### config.mk
export PLATFORM = sky130hd
export DESIGN_NAME = crate_readout_ctrl
export DESIGN_NICKNAME = d
export VERILOG_FILES = /design/src/rtl/crate_readout_pkg.sv /design/src/rtl/chan_capture.sv /design/src/rtl/sparse_scan.sv /design/src/rtl/seq_pointer.sv /design/src/rtl/crate_readout_ctrl.sv
export SDC_FILE = /design/constraint.sdc
export NUM_CORES = 1
export LEC_CHECK = 0
export ABC_AREA = 1
export BUFFER_PORTS_ARGS = -buffer_cell sky130_fd_sc_hd__buf_2
export CAP_MARGIN = 10
export CELL_PAD_IN_SITES_DETAIL_PLACEMENT = 1
export CELL_PAD_IN_SITES_GLOBAL_PLACEMENT = 1
export CORE_MARGIN = 8
export CORE_UTILIZATION = 40
export CTS_CLUSTER_SIZE = 16
export DETAILED_ROUTE_END_ITERATION = 16
export GPL_TIMING_DRIVEN = 0
export PLACE_DENSITY = 0.85
export SLEW_MARGIN = 25
export SYNTH_ARGS = -nofsm -noshare
export SYNTH_HDL_FRONTEND = slang
export SYNTH_HIERARCHICAL = 1
export SYNTH_SLANG_ARGS = --single-unit
export TNS_END_PERCENT = 10
### constraint.sdc
create_clock -name clk_i -period 3 [get_ports clk_i]
set_input_delay 0.45 -clock clk_i [delete_from_list [all_inputs] [get_ports clk_i]]
set_output_delay 0.45 -clock clk_i [all_outputs]
set_load 0.05 [all_outputs]
### src/rtl/crate_readout_pkg.sv
package crate_readout_pkg;
  typedef struct packed {
    logic ovf_sup;
    logic lam_en;
    logic seq_mode;
    logic comp_en;
  } csr_t;

  localparam csr_t CSR_INIT = '{ovf_sup: 1'b0, lam_en: 1'b1, seq_mode: 1'b1, comp_en: 1'b1};
  localparam logic [4:0] FN_READ = 5'd2;
endpackage

### src/rtl/chan_capture.sv
module chan_capture #(
  parameter int N_CH   = 16,
  parameter int DATA_W = 11,
  localparam int IDX_W = $clog2(N_CH)
) (
  input  logic                     clk_i,
  input  logic                     rst_ni,
  input  logic                     load_i,
  input  logic [N_CH*DATA_W-1:0]   data_i,
  input  logic [N_CH-1:0]          ovf_i,
  input  logic [IDX_W-1:0]         sel_i,
  output logic [DATA_W-1:0]        word_o,
  output logic [N_CH-1:0]          nz_o,
  output logic [N_CH-1:0]          ovf_o
);
  logic [DATA_W-1:0] word_q [N_CH];
  logic [N_CH-1:0]   ovf_q;

  for (genvar g = 0; g < N_CH; g++) begin : g_ch
    always_ff @(posedge clk_i or negedge rst_ni) begin
      if (!rst_ni) word_q[g] <= '0;
      else if (load_i) word_q[g] <= data_i[g*DATA_W +: DATA_W];
    end
    assign nz_o[g] = |word_q[g];
  end

  always_ff @(posedge clk_i or negedge rst_ni) begin
    if (!rst_ni) ovf_q <= '0;
    else if (load_i) ovf_q <= ovf_i;
  end

  assign ovf_o  = ovf_q;
  assign word_o = word_q[sel_i];
endmodule

### src/rtl/sparse_scan.sv
module sparse_scan #(
  parameter int N_CH        = 16,
  parameter int SCAN_CYCLES = 313,
  localparam int CNT_W      = $clog2(SCAN_CYCLES + 1)
) (
  input  logic            clk_i,
  input  logic            rst_ni,
  input  logic            clear_i,
  input  logic            start_i,
  input  logic            comp_i,
  input  logic            ovf_sup_i,
  input  logic [N_CH-1:0] nz_i,
  input  logic [N_CH-1:0] ovf_i,
  output logic            held_o,
  output logic            busy_o,
  output logic            ready_o,
  output logic            ld_o,
  output logic [N_CH-1:0] ld_mask_o
);
  logic             held_q, busy_q, ready_q, ovf_sup_q;
  logic [CNT_W-1:0] cnt_q;
  logic [N_CH-1:0]  keep;
  logic             pass_end;

  for (genvar g = 0; g < N_CH; g++) begin : g_keep
    assign keep[g] = nz_i[g] & ~(ovf_i[g] & ovf_sup_q);
  end

  assign pass_end  = busy_q && (cnt_q == '0);
  assign ld_o      = (start_i && !held_q && !comp_i) || pass_end;
  assign ld_mask_o = busy_q ? keep : '1;

  always_ff @(posedge clk_i or negedge rst_ni) begin
    if (!rst_ni) begin
      held_q    <= 1'b0;
      busy_q    <= 1'b0;
      ready_q   <= 1'b0;
      ovf_sup_q <= 1'b0;
      cnt_q     <= '0;
    end else if (clear_i) begin
      held_q  <= 1'b0;
      busy_q  <= 1'b0;
      ready_q <= 1'b0;
      cnt_q   <= '0;
    end else if (start_i && !held_q) begin
      held_q    <= 1'b1;
      ovf_sup_q <= ovf_sup_i;
      if (comp_i) begin
        busy_q <= 1'b1;
        cnt_q  <= CNT_W'(SCAN_CYCLES - 1);
      end else begin
        ready_q <= 1'b1;
      end
    end else if (busy_q) begin
      if (cnt_q == '0) begin
        busy_q  <= 1'b0;
        ready_q <= |keep;
      end else begin
        cnt_q <= cnt_q - 1'b1;
      end
    end
  end

  assign held_o  = held_q;
  assign busy_o  = busy_q;
  assign ready_o = ready_q;
endmodule

### src/rtl/seq_pointer.sv
module seq_pointer #(
  parameter int N_CH = 16,
  localparam int IDX_W = $clog2(N_CH)
) (
  input  logic             clk_i,
  input  logic             rst_ni,
  input  logic             clear_i,
  input  logic             ld_i,
  input  logic [N_CH-1:0]  ld_mask_i,
  input  logic             adv_i,
  output logic [IDX_W-1:0] idx_o,
  output logic             any_o
);
  logic [N_CH-1:0] rem_q;

  always_comb begin
    idx_o = '0;
    for (int i = N_CH - 1; i >= 0; i--) begin
      if (rem_q[i]) idx_o = IDX_W'(i);
    end
  end

  assign any_o = |rem_q;

  always_ff @(posedge clk_i or negedge rst_ni) begin
    if (!rst_ni) rem_q <= '0;
    else if (clear_i) rem_q <= '0;
    else if (ld_i) rem_q <= ld_mask_i;
    else if (adv_i && any_o) rem_q[idx_o] <= 1'b0;
  end
endmodule

### src/rtl/crate_readout_ctrl.sv
module crate_readout_ctrl
  import crate_readout_pkg::*;
#(
  parameter int N_CH        = 16,
  parameter int DATA_W      = 11,
  parameter int SCAN_CYCLES = 313,
  localparam int IDX_W      = $clog2(N_CH)
) (
  input  logic                   clk_i,
  input  logic                   rst_ni,
  input  logic [N_CH*DATA_W-1:0] ch_data_i,
  input  logic [N_CH-1:0]        ch_ovf_i,
  input  logic                   data_rdy_i,
  input  logic                   csr_wr_i,
  input  logic [3:0]             csr_i,
  output logic [3:0]             csr_o,
  input  logic                   cyc_i,
  input  logic [4:0]             func_i,
  input  logic [IDX_W-1:0]       sub_i,
  input  logic                   s2_i,
  input  logic                   clear_i,
  input  logic                   init_i,
  output logic [DATA_W-1:0]      data_o,
  output logic                   q_o,
  output logic                   lam_o
);
  csr_t             csr_q;
  logic             clr, accept, rd_cyc, adv;
  logic             held, busy, ready, ld, any;
  logic [N_CH-1:0]  ld_mask, nz, ovf;
  logic [IDX_W-1:0] idx, sel;
  logic [DATA_W-1:0] word;

  always_ff @(posedge clk_i or negedge rst_ni) begin
    if (!rst_ni) csr_q <= CSR_INIT;
    else if (init_i) csr_q <= CSR_INIT;
    else if (csr_wr_i) csr_q <= csr_t'(csr_i);
  end

  assign clr    = clear_i | init_i;
  assign accept = data_rdy_i & ~held & ~clr;
  assign rd_cyc = cyc_i && (func_i == FN_READ);
  assign adv    = rd_cyc && s2_i && csr_q.seq_mode;
  assign sel    = csr_q.seq_mode ? idx : sub_i;

  chan_capture #(.N_CH(N_CH), .DATA_W(DATA_W)) u_cap (
    .clk_i  (clk_i),
    .rst_ni (rst_ni),
    .load_i (accept),
    .data_i (ch_data_i),
    .ovf_i  (ch_ovf_i),
    .sel_i  (sel),
    .word_o (word),
    .nz_o   (nz),
    .ovf_o  (ovf)
  );

  sparse_scan #(.N_CH(N_CH), .SCAN_CYCLES(SCAN_CYCLES)) u_scan (
    .clk_i     (clk_i),
    .rst_ni    (rst_ni),
    .clear_i   (clr),
    .start_i   (accept),
    .comp_i    (csr_q.comp_en & csr_q.seq_mode),
    .ovf_sup_i (csr_q.ovf_sup),
    .nz_i      (nz),
    .ovf_i     (ovf),
    .held_o    (held),
    .busy_o    (busy),
    .ready_o   (ready),
    .ld_o      (ld),
    .ld_mask_o (ld_mask)
  );

  seq_pointer #(.N_CH(N_CH)) u_ptr (
    .clk_i     (clk_i),
    .rst_ni    (rst_ni),
    .clear_i   (clr),
    .ld_i      (ld),
    .ld_mask_i (ld_mask),
    .adv_i     (adv),
    .idx_o     (idx),
    .any_o     (any)
  );

  assign csr_o  = csr_q;
  assign data_o = rd_cyc ? word : '0;
  assign q_o    = rd_cyc && ready && (csr_q.seq_mode ? any : 1'b1);
  assign lam_o  = csr_q.lam_en && ready;
endmodule

==> results.yml <==
sta:
  max_slew.worst_pin.slew_ns: 0.634
  fin_skew_ns: 0.0220
  timing.fmax_ghz: 0.259
  timing.hold.ws_ns: 0.113
  min_period_ns: 3.85
  timing.final.crit_share_pct: 128
  maxSlewHeadroom_pct: 57.7
  hold_viol: 0
  setup_viol_count_final: 11
  fin_ws_ns: -0.854
  slew_violations: 0
  rsz0062_at_grt: "yes"
worst_setup_path:
  worstPathCellList: "nor4_2 -> nand4_1 -> nor2_1 -> nand2_1 -> nand2_1 -> clkbuf_1 -> nand3_2 -> nand2_2 -> inv_2 -> nor2_4 -> buf_8"
  critPathKind: "register to output port"
  cp_max_fo: 10
  crit_slowest_cell: "clkbuf_1"
  crit_path_start_kind: "register"
  crit_path_frequent_cell: "nand2_1"
  end_kind: "output port"
  slowest_delay_ns: 0.54
  required_ns: 2.55
  arrival_ns: 3.40
synthesis:
  postSynthCellCount: 1660
  synth_top_family_by_area: "simple AND/OR/NAND/NOR gates"
  synth-compound-area-share_pct: 8.83
  yosysUniqueCellTypes: 37
  syn_area_per_cell_um2: 7.32
  synth_top_area_cell: "dfrtp_1"
  synth_xor_area_share_pct: 0.0720
  ys_seq_area_share_pct: 46.3
  synth_nets: 1874
  synthTopCellsByArea: "dfrtp_1 46%, nand2_1 17%, nand3_1 8.4%"
  async_flop_share_pct: 100
  syn_area_mm2: 0.0122
  synth_top_area_share_pct: 45.7
  synth_edf_count: 0
  synthSimpleGateAreaFrac_pct: 31.6
  synthAdderAreaFrac_pct: 0.103
  synthFlopType: "dfrtp_1"
  yosys-top-cells-count: "543 x nand2_1, 233 x inv_1, 222 x dfrtp_1"
  yosysWarningCount: 6
  synthMuxAreaShare_pct: 1.57
  synthMostInstantiatedCell: "nand2_1"
  synth-seq-cells: 225
worst_hold_path:
  hp-class: "input port to register"
placed_design:
  portBuffers: 229
  hpwlAfterDp_um: 37500
  placed_cells: 2287
  dp_worst_setup_slack_ns: -0.734
  place.gp.congestion: 0.912
clocking:
  cts_root_buf: "clkbuf_16"
  htree_levels: 1
  cts_sinks: 225
  insertion_delay_ns: 0.55
  cts_buffers: 26
  path_clk_slew_ns: 0.06
  cts_tree: "yes"
  cts.path.max_buffers: 3
die:
  ios: 230
  core-area_mm2: 0.0303
  die-area_mm2: 0.0362
  die_h_um: 190
  rows: 64
  die_x_um: 190
  start_util_pct: 40.2
drt:
  drt_iter0_drc: 774
  drt_first_pass_iters: 5
  vias: 12600
  drc: 0
  ant_nets: 0
  wirelength_um: 50600
  wl_per_cell_um: 21.5
  via_per_inst: 5.39
flow_run:
  maxCapViolCount: 0
global_route:
  grt_pass1_wl_um: 77000
  grt_pass1_vias: 13900
  grt_max_degree: 89
  grt_usage_pct: 27.0
  overflow: 0
  antenna_found_initial: 0
power:
  ir_drop_mv: 0.427
  fin_total_pwr_mw: 9.38
  power.density_mw_per_mm2: 598
  p_leak_nw: 7.86
cells_and_area:
  nFillCells: 3842
  syn_to_final_growth_pct: 29.1
  final_cells: 2348
  nets: 2146
  drive_gt1_share_pct: 26.2
  final_util_pct: 51.8
  n_antenna_cell: 0
outcome:
  violations: "setup timing"
  outcome: "finished with violations"
## routing by layer
metal | track usage, % | vias to the layer above | share of wire, %
met5 | 0 | - | 0
met4 | 11.5 | 0 | 4.2
met3 | 4.57 | 129 | 6.0
met2 | 45.6 | 485 | 49
met1 | 33.8 | 6237 | 41
li1 | - | 5796 | -
## cell type report
class	instances	area [um2]	share of cell area [%]
Buffer	85	569	3.63
Clock buffer	35	744	4.74
Clock inverter	13	210	1.34
Inverter	244	938	5.98
Multi-Input combinational cell	1105	5610	35.8
Sequential cell	225	5630	35.9
Tap cell	396	495	3.16
Timing Repair Buffer	245	1490	9.48
## per-stage QoR
step	area, um2	setup TNS (ns)
2_1_floorplan	12200	-0.468
3_3_place_gp	13800	-556.20
3_5_place_dp	13900	-16.93
4_1_cts	15400	-8.95
5_1_grt	15700	-10.84
6_report	15700	-9.00
## registers in the layout, indices dropped and copies added, names as in the netlist
signal and count:
u_scan/ready_o 1, u_scan/cnt_q 9, u_cap/word_q 176, csr_o 4, u_scan/held_o 1, u_scan/busy_o 1
u_ptr/rem_q 16, u_cap/ovf_o 16, u_scan/ovf_sup_q 1
## where the power goes
group	total, mW	internal [mW]	switching [mW]	leakage (nW)
logic	2.02	0.681	1.34	4.60
clock network	3.51	2.17	1.34	0.465
registers	3.85	3.53	0.317	2.80
total	9.38	6.39	2.99	7.86
## what timing repair did
| action | CTS | global route |
|---|---|---|
| buffers inserted | 7 | 4 |
| pin swaps | 31 | 24 |
| resized for setup | 119 | 75 |
| hold endpoints to repair | 64 | 0 |
| cloned | 1 | 1 |
| setup endpoints to repair | 23 | 20 |
| hold buffers | 1 | 0 |
## kinds of logic after synthesis
logic type / after synthesis
flip-flops: 225
adder cells (fa/ha/maj): 1
XOR/XNOR: 1
AND/OR/NAND/NOR: 879
multiplexers: 17
AO/OA/AOI/OAI: 207
buffers and inverters: 330
## final timing paths
| kind | from | end | slack, ns | cells past startpoint |
|---|---|---|---|---|
| hold reg to reg | u_scan/cnt_q[1] | u_scan/cnt_q[1] | 0.51 | 2 |
| setup reg to reg | u_scan/held_o | u_ptr/rem_q[13] | 0.26 | 11 |
| hold / removal | ch_data_i[128] | u_cap/word_q[51] | 0.11 | 3 |
| max in group asynchronous | rst_ni | u_cap/word_q[83] | 1.68 | 3 |
| min in group asynchronous | rst_ni | u_ptr/rem_q[1] | 0.48 | 2 |
| setup / recovery | u_ptr/rem_q[3] | data_o[2] | -0.85 | 11 |
## cells in the final DEF (no fill, tap or decap), types with 3 or more instances in the layout
cell	instances
clkinv_2	4
clkbuf_16	27
nor4_1	32
buf_12	5
buf_6	11
buf_8	13
buf_2	241
o21ai_2	9
nand3_4	3
inv_6	3
bufinv_16	5
nor2_4	12
dfrtp_1	222
clkbuf_4	6
nand2_1	526
clkbuf_1	28
nor2_1	31
nand4_1	10
o21ai_1	7
dfstp_2	3
inv_2	16
nand3_1	145
nor2_2	4
nor3_1	21
buf_16	3
nand3_2	60
clkbuf_8	6
buf_4	22
o21ai_0	188
nand2_4	12
inv_1	223
mux2_2	17
nand2_2	15
## critical path, delay by kind of cell, from the launching register on
| family | cells | cell delay (ns) |
|---|---|---|
| and+or+nand+nor | 8 | 1.71 |
| DFF | 1 | 0.40 |
| buffers and inverters | 3 | 0.75 |
Note: power is estimated with default switching activity, not from simulation.
